==> config.mk <==
export PLATFORM = sky130hd
export DESIGN_NAME = xy_burst_scanner
export DESIGN_NICKNAME = d
export VERILOG_FILES = /design/src/rtl/xyb_pkg.sv /design/src/rtl/xyb_key_ptr.sv /design/src/rtl/xyb_burst_fsm.sv /design/src/rtl/xyb_dwell_gate.sv /design/src/rtl/xy_burst_scanner.sv
export SDC_FILE = /design/constraint.sdc
export NUM_CORES = 1
export LEC_CHECK = 0
export ABC_CLOCK_PERIOD_IN_PS = 1800
export BUFFER_PORTS_ARGS = -buffer_cell sky130_fd_sc_hd__buf_4
export CAP_MARGIN = 20
export CORE_UTILIZATION = 52
export CTS_BUF_LIST = sky130_fd_sc_hd__clkbuf_2 sky130_fd_sc_hd__clkbuf_4 sky130_fd_sc_hd__clkbuf_8
export DETAILED_ROUTE_END_ITERATION = 10
export PLACE_DENSITY = 0.81
export SLEW_MARGIN = 20
export SYNTH_ARGS = -nofsm -noshare
export SYNTH_HDL_FRONTEND = slang
export SYNTH_SLANG_ARGS = --single-unit
==> constraint.sdc <==
create_clock -name clk -period 1.8 [get_ports clk]
set_input_delay 0.27 -clock clk [delete_from_list [all_inputs] [get_ports clk]]
set_output_delay 0.27 -clock clk [all_outputs]
set_load 0.005 [all_outputs]
==> src/rtl/xyb_pkg.sv <==
package xyb_pkg;

  typedef enum logic [2:0] {
    PH_RST,
    PH_GUARD_IN,
    PH_SETUP,
    PH_HIGH,
    PH_LOW,
    PH_GUARD_OUT,
    PH_SETTLE,
    PH_SAMPLE
  } xyb_phase_e;

  // coarse code -> cancel stage enables; stage 2 only together with stage 1
  function automatic logic [1:0] cancel_map(input logic [1:0] code);
    logic [1:0] en;
    en[0] = (code != 2'd0);
    en[1] = (code == 2'd3);
    return en;
  endfunction

  function automatic int max2(input int a, input int b);
    return (a > b) ? a : b;
  endfunction

  // strobe-to-strobe spacing for a key of gain g
  function automatic int key_period(input int rst_c, input int dead_c, input int su_c,
                                    input int xh_c, input int xl_c, input int settle_c,
                                    input int g);
    return rst_c + 2 * dead_c + g * (su_c + xh_c + xl_c) + settle_c + 1;
  endfunction

endpackage

==> src/rtl/xyb_key_ptr.sv <==
module xyb_key_ptr #(
  parameter int NX = 8,
  parameter int NY = 4,
  localparam int XW = $clog2(NX),
  localparam int YW = $clog2(NY)
) (
  input  logic               clk,
  input  logic               rst_n,
  input  logic               advance,
  output logic [XW+YW-1:0]   key_idx,
  output logic [NX-1:0]      x_sel,
  output logic [NY-1:0]      y_sel
);

  logic [XW-1:0] x_cnt;
  logic [YW-1:0] y_cnt;
  logic          x_wrap;

  assign x_wrap = (x_cnt == XW'(NX - 1));

  always_ff @(posedge clk or negedge rst_n) begin
    if (!rst_n) begin
      x_cnt <= '0;
      y_cnt <= '0;
    end else if (advance) begin
      x_cnt <= x_wrap ? '0 : x_cnt + 1'b1;
      if (x_wrap) y_cnt <= (y_cnt == YW'(NY - 1)) ? '0 : y_cnt + 1'b1;
    end
  end

  assign key_idx = {y_cnt, x_cnt};

  for (genvar i = 0; i < NX; i++) begin : g_xdec
    assign x_sel[i] = (x_cnt == XW'(i));
  end
  for (genvar j = 0; j < NY; j++) begin : g_ydec
    assign y_sel[j] = (y_cnt == YW'(j));
  end

endmodule

==> src/rtl/xyb_burst_fsm.sv <==
module xyb_burst_fsm
  import xyb_pkg::*;
#(
  parameter int GAIN_W     = 8,
  parameter int RST_CYC    = 3,
  parameter int DEAD_CYC   = 1,
  parameter int YSU_CYC    = 1,
  parameter int XH_CYC     = 4,
  parameter int XL_CYC     = 4,
  parameter int YHD_CYC    = 2,
  parameter int SETTLE_CYC = 8
) (
  input  logic              clk,
  input  logic              rst_n,
  input  logic [GAIN_W-1:0] gain,
  output xyb_phase_e        phase,
  output logic              gate_on,
  output logic              x_on,
  output logic              burst_win,
  output logic              offset_on,
  output logic              int_rst,
  output logic              sample,
  output logic              pulse_end
);

  localparam int MAXD = max2(max2(max2(RST_CYC, DEAD_CYC), max2(YSU_CYC, XH_CYC)),
                             max2(max2(XL_CYC, SETTLE_CYC), YHD_CYC));
  localparam int TW   = $clog2(MAXD + 1);

  logic [TW-1:0]     cnt;
  logic [GAIN_W-1:0] pcnt;
  logic              last;
  xyb_phase_e        nxt;

  function automatic logic [TW-1:0] last_cnt(input xyb_phase_e p);
    case (p)
      PH_RST:       return TW'(RST_CYC - 1);
      PH_GUARD_IN:  return TW'(DEAD_CYC - 1);
      PH_SETUP:     return TW'(YSU_CYC - 1);
      PH_HIGH:      return TW'(XH_CYC - 1);
      PH_LOW:       return TW'(XL_CYC - 1);
      PH_GUARD_OUT: return TW'(DEAD_CYC - 1);
      PH_SETTLE:    return TW'(SETTLE_CYC - 1);
      default:      return '0;
    endcase
  endfunction

  assign last      = (cnt == last_cnt(phase));
  assign pulse_end = (phase == PH_LOW) && last;

  always_comb begin
    case (phase)
      PH_RST:       nxt = PH_GUARD_IN;
      PH_GUARD_IN:  nxt = (gain == '0) ? PH_GUARD_OUT : PH_SETUP;
      PH_SETUP:     nxt = PH_HIGH;
      PH_HIGH:      nxt = PH_LOW;
      PH_LOW:       nxt = (pcnt + 1'b1 == gain) ? PH_GUARD_OUT : PH_SETUP;
      PH_GUARD_OUT: nxt = PH_SETTLE;
      PH_SETTLE:    nxt = PH_SAMPLE;
      default:      nxt = PH_RST;
    endcase
  end

  always_ff @(posedge clk or negedge rst_n) begin
    if (!rst_n) begin
      phase <= PH_RST;
      cnt   <= '0;
      pcnt  <= '0;
    end else if (last) begin
      phase <= nxt;
      cnt   <= '0;
      if (phase == PH_GUARD_IN) pcnt <= '0;
      else if (pulse_end)       pcnt <= pcnt + 1'b1;
    end else begin
      cnt <= cnt + 1'b1;
    end
  end

  assign x_on      = (phase == PH_HIGH);
  assign gate_on   = (phase == PH_SETUP) || (x_on && (cnt < TW'(YHD_CYC)));
  assign burst_win = (phase inside {PH_GUARD_IN, PH_SETUP, PH_HIGH, PH_LOW, PH_GUARD_OUT});
  assign offset_on = (phase == PH_SETTLE) || (phase == PH_SAMPLE);
  assign int_rst   = (phase == PH_RST);
  assign sample    = (phase == PH_SAMPLE);

endmodule

==> src/rtl/xyb_dwell_gate.sv <==
module xyb_dwell_gate #(
  parameter int NX  = 8,
  parameter int NY  = 4,
  parameter int DLY = 1
) (
  input  logic          clk,
  input  logic          rst_n,
  input  logic          short_en,
  input  logic [NX-1:0] x_drv,
  input  logic [NY-1:0] y_gate,
  output logic [NY-1:0] y_sw
);

  logic [DLY:0] tap;
  logic         x_late;

  assign tap[0] = |x_drv;

  for (genvar i = 0; i < DLY; i++) begin : g_tap
    always_ff @(posedge clk or negedge rst_n) begin
      if (!rst_n) tap[i+1] <= 1'b0;
      else        tap[i+1] <= tap[i];
    end
  end

  assign x_late = tap[DLY];
  assign y_sw   = short_en ? (y_gate & ~{NY{x_late}}) : y_gate;

endmodule

==> src/rtl/xy_burst_scanner.sv <==
module xy_burst_scanner
  import xyb_pkg::*;
#(
  parameter int NX         = 8,
  parameter int NY         = 4,
  parameter int GAIN_W     = 8,
  parameter int RST_CYC    = 3,
  parameter int DEAD_CYC   = 1,
  parameter int YSU_CYC    = 1,
  parameter int XH_CYC     = 4,
  parameter int XL_CYC     = 4,
  parameter int YHD_CYC    = 2,
  parameter int SETTLE_CYC = 8,
  parameter int DWELL_DLY  = 1
) (
  input  logic                       clk,
  input  logic                       rst_n,
  input  logic                       short_dwell_en,
  input  logic [GAIN_W-1:0]          key_gain,
  input  logic [NX-1:0]              key_offset,
  input  logic [1:0]                 key_coarse,
  output logic [NX-1:0]              x_drv,
  output logic [NY-1:0]              y_gate,
  output logic [NY-1:0]              y_gnd,
  output logic [NY-1:0]              y_sw,
  output logic [1:0]                 cz,
  output logic                       int_rst,
  output logic                       adc_strobe,
  output logic                       key_done,
  output logic [$clog2(NX*NY)-1:0]   key_idx
);

  xyb_phase_e        phase;
  logic              gate_on, x_on, burst_win, offset_on, sample, pulse_end, rst_ph;
  logic [NX-1:0]     x_sel;
  logic [NY-1:0]     y_sel;
  logic [GAIN_W-1:0] gain_q;
  logic [NX-1:0]     offset_q;
  logic [1:0]        coarse_q;

  // configuration is captured while the integrator is held in reset
  always_ff @(posedge clk or negedge rst_n) begin
    if (!rst_n) begin
      gain_q   <= '0;
      offset_q <= '0;
      coarse_q <= '0;
    end else if (rst_ph) begin
      gain_q   <= key_gain;
      offset_q <= key_offset;
      coarse_q <= key_coarse;
    end
  end

  xyb_key_ptr #(.NX(NX), .NY(NY)) ptr_i (
    .clk     (clk),
    .rst_n   (rst_n),
    .advance (sample),
    .key_idx (key_idx),
    .x_sel   (x_sel),
    .y_sel   (y_sel)
  );

  xyb_burst_fsm #(
    .GAIN_W(GAIN_W), .RST_CYC(RST_CYC), .DEAD_CYC(DEAD_CYC), .YSU_CYC(YSU_CYC),
    .XH_CYC(XH_CYC), .XL_CYC(XL_CYC), .YHD_CYC(YHD_CYC), .SETTLE_CYC(SETTLE_CYC)
  ) fsm_i (
    .clk       (clk),
    .rst_n     (rst_n),
    .gain      (gain_q),
    .phase     (phase),
    .gate_on   (gate_on),
    .x_on      (x_on),
    .burst_win (burst_win),
    .offset_on (offset_on),
    .int_rst   (rst_ph),
    .sample    (sample),
    .pulse_end (pulse_end)
  );

  always_comb begin
    if (x_on)           x_drv = x_sel;
    else if (offset_on) x_drv = offset_q;
    else                x_drv = '0;
  end

  assign y_gate     = gate_on ? y_sel : '0;
  assign y_gnd      = burst_win ? ~y_sel : '1;
  assign cz         = burst_win ? cancel_map(coarse_q) : 2'b00;
  assign int_rst    = rst_ph;
  assign adc_strobe = sample;
  assign key_done   = sample;

  xyb_dwell_gate #(.NX(NX), .NY(NY), .DLY(DWELL_DLY)) dwell_i (
    .clk      (clk),
    .rst_n    (rst_n),
    .short_en (short_dwell_en),
    .x_drv    (x_drv),
    .y_gate   (y_gate),
    .y_sw     (y_sw)
  );

endmodule

Word-level counts from Yosys, hierarchy flattened --
Cells that the tools add are included.
Word-level totals: flip-flop bits (word level) 39, bits of input ports 21, output and inout port bits 30, logic and storage cells 67
Cells by class: $add $sub $neg 4, order comparisons 1, equality and inequality tests 20, mux-type cells 15, bitwise logic cells 3, reductions and logical operators 15
Operators by type and width (count):
- $mux W8 | 4
- $eq A3 B3 Y1 const B | 8
- $pmux W3 S7 | 1
- $mux W4 | 4
- $eq A3 B2 Y1 const B | 4
- $mux W3 | 3
- $pmux W3 S3 | 1
- $add A8 B1 Y8 const B | 1
- $eq A8 B8 Y1 | 1
- $logic_not A8 Y1 | 1
- $not A4 Y4 | 2
- $reduce_or A8 Y1 | 1
- $eq A2 B2 Y1 const B | 3
- $eq A3 B1 Y1 const B | 2
- $logic_not A3 Y1 | 2
- $reduce_bool A5 Y1 | 1
- $add A4 B1 Y4 const B | 1
- $and A4 B4 Y4 | 1
- $eq A4 B3 Y1 | 1
- $lt A4 B2 Y1 const B | 1
- $mux W2 | 2
- $reduce_and A2 Y1 | 2
- $reduce_bool A2 Y1 | 2
- $add A3 B1 Y3 const B | 1
- other kinds (6) | 8

Logic depth before layout (Yosys ltp) --
Gate-level depths: netlist of the first run.
word-level depth 7, gate-level depth with buffers 8, gate-level depth less buffers 7

Cells and area by module --
Synthesis of the first run repeated with hierarchy kept, for this count alone.
Second synthesis, totals: cells, all modules 253, area total of the unflattened synthesis 2555.0 µm²
Modules (own cells, without submodules):
- xyb_burst_fsm | times used 1, cells each 144, area each 1219.9 µm², seq. area each 375.4 µm²
- xy_burst_scanner | times used 1, cells each 63, area each 872.1 µm², seq. area each 450.4 µm²
- xyb_key_ptr | times used 1, cells each 37, area each 392.9 µm², seq. area each 125.1 µm²
- xyb_dwell_gate | times used 1, cells each 9, area each 70.1 µm², seq. area each 25.0 µm²

Worst setup path after synthesis of the first run --
Ideal clock, no wire load.
path kind register to register, from reg fsm_i.pcnt[0], to reg fsm_i.phase[1], setup time 0.140 ns, data arrival time 1.896 ns, data required time 1.660 ns, path slack -0.236 ns, cell stages (with the launch flop) 7, path buffers 0, period minus slack after synthesis 2.036 ns, path through dfrtp_1 -> nand3_4 -> or4_4 -> a2111oi_4 -> nand4_2 -> o211ai_2 -> a22oi_1
Between the ends: word-level cells in the longest chain between the ends 4
Ends and longest elaborated chain:
- start: declaration | line xyb_burst_fsm.sv:31 | logic [GAIN_W-1:0] pcnt;
- start signal: assignment | line xyb_burst_fsm.sv:73 | else if (pulse_end) pcnt <= pcnt + 1'b1;
- $add A8 B1 Y8 | line xyb_burst_fsm.sv:57 | PH_LOW: nxt = (pcnt + 1'b1 == gain) ? PH_GUARD_OUT : PH_SETUP;
- $eq A8 B8 Y1 | line xyb_burst_fsm.sv:57
- $mux W3 | line xyb_burst_fsm.sv:57
- $pmux W3 S7 | line xyb_burst_fsm.sv:52 | case (phase)
- end signal: assignment | line xyb_burst_fsm.sv:70 | phase <= nxt;
- end: declaration | line xyb_burst_fsm.sv:16 | output xyb_phase_e phase,
No other way between the ends. A chain may end at the register's enable or synchronous reset.

Worst setup path in the final report of the first run --
from reg fsm_i.phase[0], to reg fsm_i.pcnt[6]
Between the ends: word-level cells in the longest chain between the ends 7, elaborated cells on any way between the ends 12, classes of those cells 5 x eq/ne; 2 x mux; 5 x reduce/logical
Ends and longest elaborated chain:
- $eq A3 B3 Y1 or $eq A3 B2 Y1 (tied branches) | line xyb_burst_fsm.sv:36, xyb_burst_fsm.sv:49
- $reduce_or A2 Y1 (no source line)
- $pmux W3 S3 | line xyb_burst_fsm.sv:36 | case (p)
- $eq A4 B3 Y1 | line xyb_burst_fsm.sv:48 | assign last = (cnt == last_cnt(phase));
- $logic_and A1 B1 Y1 | line xyb_burst_fsm.sv:49 | assign pulse_end = (phase == PH_LOW) && last;
- $reduce_bool A2 Y1 (no source line)
- $reduce_and A2 Y1 (no source line)
Several ways; a longest one is shown, not always the timed one.

==> results of run 1 <==
## where the power goes
group / switching (mW) / internal (mW) / total [mW]
clock network: 0.328 / 0.297 / 0.625
logic: 2.97 / 3.09 / 6.06
registers: 0.567 / 1.27 / 1.84
total: 3.87 / 4.65 / 8.52
## synth_stat cells, drive strengths merged, types with 4 or more instances
cell type,number,share of area
dfrtp,39,0.38
nand2,23,0.033
nor2,21,0.030
mux2,20,0.087
ha,12,0.058
buf,11,0.037
o21ai,11,0.021
and2,10,0.024
inv,10,0.015
a21oi,7,0.014
clkbuf,7,0.012
nand3,7,0.018
a22oi,6,0.017
nor3,6,0.012
o41ai,6,0.020
xnor2,6,0.023
nor2b,5,0.012
nor4,5,0.015
o211ai,4,0.014
or3,4,0.011
xor2,4,0.014
## kinds of logic (layout without fill, tap and decap cells)
| group | after synthesis | in the layout |
|---|---|---|
| buffers and inverters | 28 | 142 |
| xor gates and xnor gates | 10 | 10 |
| adders and majority gates | 12 | 12 |
| DFF | 39 | 39 |
| muxes | 20 | 20 |
| and+or+nand+nor | 96 | 96 |
| AOI/OAI and AO/OA | 60 | 60 |
## flip-flops by register name, summed over array words and instances (netlist names)
name / flops
coarse_q: 2
dwell_i.x_late: 1
fsm_i.cnt: 4
fsm_i.pcnt: 8
fsm_i.phase: 3
gain_q: 8
offset_q: 8
ptr_i.x_cnt: 3
ptr_i.y_cnt: 2
## worst reg2reg max path, stage by stage (launching register included)
cell,delay (ns)
dfrtp_2,0.46
nand2b_4,0.17
buf_4,0.14
a21oi_2,0.14
a211o_1,0.22
nand4_1,0.15
buf_4,0.18
buf_6,0.13
o41ai_1,0.57
## layer usage
metal	global-route usage	vias to the layer above
li1	-	1189
met1	0.452	1450
met2	0.556	319
met3	0.0597	97
met4	0.161	0
met5	0	-
## metrics by stage
stage / hold slack (ns) / instances / setup slack, ns / power (mW)
floorplan: -0.0256 / 265 / -0.122 / 3.83
global placement: 0.270 / 400 / -0.0985 / 4.98
detailed placement: 0.269 / 400 / -0.166 / 5.10
CTS: 0.211 / 427 / -0.152 / 6.78
global route: 0.193 / 446 / -0.546 / 8.75
finish: 0.199 / 446 / -0.528 / 8.52
## worst paths after layout
| kind | cells after the start | slack [ns] | endpoint | startpoint |
|---|---|---|---|---|
| max | 8 | -0.53 | fsm_i.pcnt[6] | fsm_i.phase[0] |
| min | 2 | 0.20 | gain_q[1] | key_gain[1] |
| max reg2reg | 8 | -0.53 | fsm_i.pcnt[6] | fsm_i.phase[0] |
| min reg2reg | 1 | 0.55 | offset_q[4] | offset_q[4] |
| max in group asynchronous | 2 | 0.90 | ptr_i.x_cnt[1] | rst_n |
| min in group asynchronous | 2 | 0.50 | fsm_i.pcnt[4] | rst_n |
## cell type report
type                       count  share of cell area
inverter                      10             0.00893
multi-input combinational    198               0.439
sequential                    39               0.234
clock buffer                   7              0.0200
timing repair buffer         125               0.278
tap                           67              0.0200
## repair_timing
item | CTS | global route
endpoints found under the setup margin | 29 | 40
setup buffers | 18 | 21
hold buffers | 1 | 0
pin swaps | 23 | 33
gates resized for setup | 63 | 71
endpoints found under the hold margin | 39 | 0
gates cloned | 2 | 0
==> run metrics, run 1 <==
Max Buffers Root-to-Sink=2; Final period util=1.29; antenna cells=0; WL/cell=26.2 µm; Post-DRT Antenna Nets=0; RSZ-0062 raised after global routing=true; Synth Area in Compound Gates=0.176; CP Cell Sequence=nand2b_4 > buf_4 > a21oi_2 > a211o_1 > nand4_1 > buf_4 > buf_6 > o41ai_1; clock slew at reported path FFs=0.08 ns; slowest stage cell, crit path=o41ai_1; CTS tree=built; Slew Limit Fails=0; Final setup viols=36; buffer and inverter count on the worst path=3; Layout Skew=0.0136 ns; routability cong.=0.819; Worst path top cell family by delay=compound AO/OA/AOI/OAI gates; critical path class=reg2reg; Pwr Density=2030 nW/µm²; DP HPWL=4.45 mm; max incr delay on CP=0.57 ns; DP Area=3200 µm²; MaxCap Viol Count=0; Synth-to-Final Area Change=62.5%; EDFF count, synth=0; share of post-route cells with drive strength above 1=0.631; fillers=169; CP Max Fanout=5; Max-slew headroom=0.593; Synth Area in Adders=0.0581; wire length on met3=1.39 mm; multi-input logic area=1850 µm²; Post-route DRC=0; Fmax achieved=429 MHz; top layer in use=met4; Peak VDD IR=0.00122 V; Setup TNS=-6.53 ns; largest family of logic cells by synthesized area=simple AND/OR/NAND/NOR gates; Die Width=72.5 µm; commonest non-fill, non-tap cell in the layout=buf_4; Final #Nets=412; First-pass DRT Iterations=5; YS warnings=0; Mean Syn Cell Area=9.75 µm²; clock sinks=39; post-synthesis mux area share=0.0871; Core Area=4750 µm²; H-Tree Depth=2; Clk Latency, worst-skew pair=0.31 ns; Least-Margin Pin Slew=0.603 ns; std cell rows=25; Met2 Wirelength=5.39 mm; most used cell, CP=buf_4; simple-gate share of the synthesized area=0.202; Routed met1 length=4.07 mm; drt via density=6.85; Critical Path AT=2.47 ns; Cell variety after synth=61; violated checks=negative setup slack; Detailed Route WL=11.7 mm; most frequent cells in the layout=buf_4 (90), dfrtp_1 (32), buf_6 (24), nand2_1 (20), mux2_2 (20); pin count of the biggest net entering global routing=40; fin area=4200 µm²; Final Critical Period=2.33 ns; Top Ports=51; Gate Count Post-Synth=265; number of I/O port buffers=50; grt ovf=0; Lkg Pwr=1.87 nW; Post-Syn Nets=298; Startpoint Class=flop; Die Area=5260 µm²; first-pass GRT wire length=13.6 mm; mapped cell area=2580 µm²; HP Class=in2reg; vias in the first global route=2,652; Seq/Total Area, Yosys=0.378; sequential cell area=985 µm²; fraction of synthesized cell area in xor and xnor cells=0.0368; antenna violations before repair=0; dominant synthesized flop cell=dfrtp_1; final hold vios=0; setup ws final=-0.528 ns; post-layout util=0.884; Starting Density=0.544; vias=3,055; CP required=1.95 ns; Setup crit end kind=flop; fraction of registers with async set/reset=1.00; CTS Buf Count=5; status=complete, but fails checks; FF+latch count, synth=39; Die Ht=72.5 µm; GRT Total Usage=0.344; drt initial violations=453; clk root buf=clkbuf_8
(Power assumes the default switching activity.)
==> run 2: changes to the inputs <==
--- a/config.mk
+++ b/config.mk
@@ -5,13 +5,14 @@
 export SDC_FILE = /design/constraint.sdc
 export NUM_CORES = 1
 export LEC_CHECK = 0
-export ABC_CLOCK_PERIOD_IN_PS = 1800
+export ABC_AREA = 1
+export ABC_CLOCK_PERIOD_IN_PS = 2150
 export BUFFER_PORTS_ARGS = -buffer_cell sky130_fd_sc_hd__buf_4
 export CAP_MARGIN = 20
-export CORE_UTILIZATION = 52
+export CORE_UTILIZATION = 57
 export CTS_BUF_LIST = sky130_fd_sc_hd__clkbuf_2 sky130_fd_sc_hd__clkbuf_4 sky130_fd_sc_hd__clkbuf_8
 export DETAILED_ROUTE_END_ITERATION = 10
-export PLACE_DENSITY = 0.81
+export PLACE_DENSITY = 0.85
 export SLEW_MARGIN = 20
 export SYNTH_ARGS = -nofsm -noshare
 export SYNTH_HDL_FRONTEND = slang
==> constraint.sdc (replaced) <==
create_clock -name clk -period 2.15 [get_ports clk]
set_input_delay 0.3225 -clock clk [delete_from_list [all_inputs] [get_ports clk]]
set_output_delay 0.3225 -clock clk [all_outputs]
set_load 0.005 [all_outputs]
==> run metrics, run 2 <==
CTS Buf Count=5 (unchanged); leading area contributor after synthesis=dfrtp_1; Core Area=4030 µm² (-15%); Gate Count Post-Synth=333 (+26%); Final #Nets=419 (+1.7%); Die Width=67.1 µm (-7.4%); setup ws final=0.191 ns (+0.720 ns); Top Ports=51 (unchanged); antenna cells=0 (unchanged); vias=2,253 (-26%); YS warnings=0 (unchanged); CP required=1.83 ns (-0.12 ns); Setup TNS=0 ns (+6.53 ns); clock slew at reported path FFs=0.08 ns (about the same); H-Tree Depth=2 (unchanged); Final period util=0.911; critical path class=reg2out; most instantiated cells after synthesis=nand2_1 (115), inv_1 (41), dfrtp_1 (39), nand3_1 (29), nor2_1 (26); CP Max Fanout=9 (+4); Post-DRT Antenna Nets=0 (unchanged); Cell variety after synth=35 (-43%); pin count of the biggest net entering global routing=40 (unchanged); Max Buffers Root-to-Sink=2 (unchanged); Slew Limit Fails=0 (unchanged); cell count after placement=429 (+7.2%); share of post-route cells with drive strength above 1=0.197 (-0.434); Seq/Total Area, Yosys=0.404 (+0.0260); DP Area=2830 µm² (-11%); EDFF count, synth=0 (unchanged); hold_buf cts=0 (-1); number of I/O port buffers=50 (unchanged); WL/cell=12.5 µm (-52%); Starting Density=0.600 (+0.0566); GRT Total Usage=0.268 (-0.0767); violated checks=negative hold slack; Setup crit end kind=primary output; DP HPWL=4.16 mm (-6.6%); most common cell in the netlist=nand2_1; Final Critical Period=1.96 ns; routability cong.=0.905 (+11%); Mean Syn Cell Area=7.26 µm² (-26%); fin area=2920 µm² (-30%); dominant synthesized flop cell=dfrtp_1; Lkg Pwr=1.63 nW (-13%); Post-route DRC=0 (unchanged); post-CTS sizing=0 (-100%); status=complete, but fails checks; std cell rows=23 (-8.0%); commonest non-fill, non-tap cell in the layout=nand2_1; Final setup viols=0 (-100%); Post-Syn Nets=366 (+23%); Post-CTS Setup Bufs=0 (-18); FF+latch count, synth=39 (unchanged); Synth-to-Final Area Change=20.8%; dpl ws=0.384 ns (+0.550 ns); Max-slew headroom=0.658 (+0.0656); MaxCap Viol Count=0 (unchanged); drt initial violations=87 (-81%); First-pass DRT Iterations=4 (-1); Fmax achieved=511 MHz; Clk Latency, worst-skew pair=0.29 ns (-0.02 ns); Startpoint Class=flop; vias in the first global route=2,106 (-21%); final hold vios=21 (+21); Critical Path AT=1.64 ns (-0.83 ns); drt via density=5.17 (-25%); Least-Margin Pin Slew=0.510 ns (-0.0924 ns); first-pass GRT wire length=8.93 mm (-35%); CTS tree=built; main area contributors after synthesis=dfrtp_1 (40%), nand2_1 (18%), inv_1 (6.4%); grt ovf=0 (unchanged); Layout Skew=0.00704 ns (-0.00652 ns); Die Ht=67.1 µm (-7.4%); HP Class=in2async; mapped cell area=2420 µm² (-6.4%); fraction of registers with async set/reset=1.00 (unchanged); Die Area=4510 µm² (-14%); number of non-filler instances in the completed layout=436 (-2.2%); most frequent cells in the layout=nand2_1 (115), buf_4 (52), inv_1 (41), dfrtp_1 (39), nand3_1 (29); Largest regs=fsm_i.pcnt x8, gain_q x8, offset_q x8; antenna violations before repair=0 (unchanged); clk root buf=clkbuf_8; clock sinks=39 (unchanged); Detailed Route WL=5.43 mm (-53%); share of the synthesized area in the top cell type=0.404 (+0.0260); hold slack=-0.0118 ns (-0.211 ns); Pwr Density=1180 nW/µm² (-42%); Peak VDD IR=0.000807 V (-34%)
## run 2: cell types whose count changed after synthesis, sizes merged, moves of 5 or more
cell    change
buf         -6
and2       -10
mux2       -20
clkbuf      -6
nand2      +96
nor2b       -5
nand3      +22
inv        +36
o21ai       +7
nor4        -5
a22oi       -5
nor2        +8
o41ai       -6
## run 2: final timing paths
path / slack (ns) / to / depth (start not counted) / from
worst max-delay path: 0.19 / x_drv[7] / 6 / fsm_i.phase[2]
worst min-delay path: -0.01 / fsm_i.pcnt[4] / 1 / rst_n
worst max register to register: 0.37 / fsm_i.phase[1] / 13 / fsm_i.pcnt[0]
worst min register to register: 0.50 / offset_q[7] / 2 / offset_q[7]
max in group asynchronous: 1.82 / ptr_i.x_cnt[1] / 1 / rst_n
min in group clk: 0.22 / offset_q[5] / 3 / key_offset[5]
## run 2: critical path, cell delays in order (launching register included)
cell	delay (ns)
dfrtp_1	0.44
inv_2	0.09
nand2_1	0.11
nor2_4	0.23
inv_2	0.06
o21ai_0	0.25
buf_4	0.17
## run 2: area by class of cell
type,instances,area [µm²]
Clock buffer,6,82.6
Inverter,46,175
Sequential cell,39,976
Multi-Input combinational cell,242,1230
Fill cell,324,1110
Tap cell,50,62.6
Clock inverter,1,5.00
Timing Repair Buffer,52,390
## run 2: logic make-up (layout without fill, tap and decap cells)
logic type / count (synthesis) / in the layout / synth area share
adders and majority gates: 12 / 12 / 0.0621
buffers and inverters: 52 / 105 / 0.0885
muxes: 1 / 1 / 0.00414
DFF: 39 / 39 / 0.404
xor gates and xnor gates: 4 / 4 / 0.0145
and+or+nand+nor: 188 / 188 / 0.329
AOI/OAI and AO/OA: 37 / 37 / 0.0988
## run 2: metrics by stage
stage               total power, mW  utilization
finish                         3.46        0.725
global route                   3.76        0.725
CTS                            3.47        0.725
detailed placement             2.96        0.703
global placement               2.89        0.703
floorplan                      2.42            -
## run 2: power breakdown
part / switching [mW] / internal, mW
Combinational: 1.04 / 0.671
Clock: 0.245 / 0.252
Sequential: 0.236 / 1.01
Total: 1.53 / 1.94
## run 2: metal layers
metal,up-vias,part of all wire,wire length (µm),track usage
met5,-,0,0,0
met4,0,0.016,89,0.104
met3,10,0.043,236,0.0557
met2,53,0.50,2710,0.465
met1,1026,0.44,2400,0.322
li1,1164,-,-,-
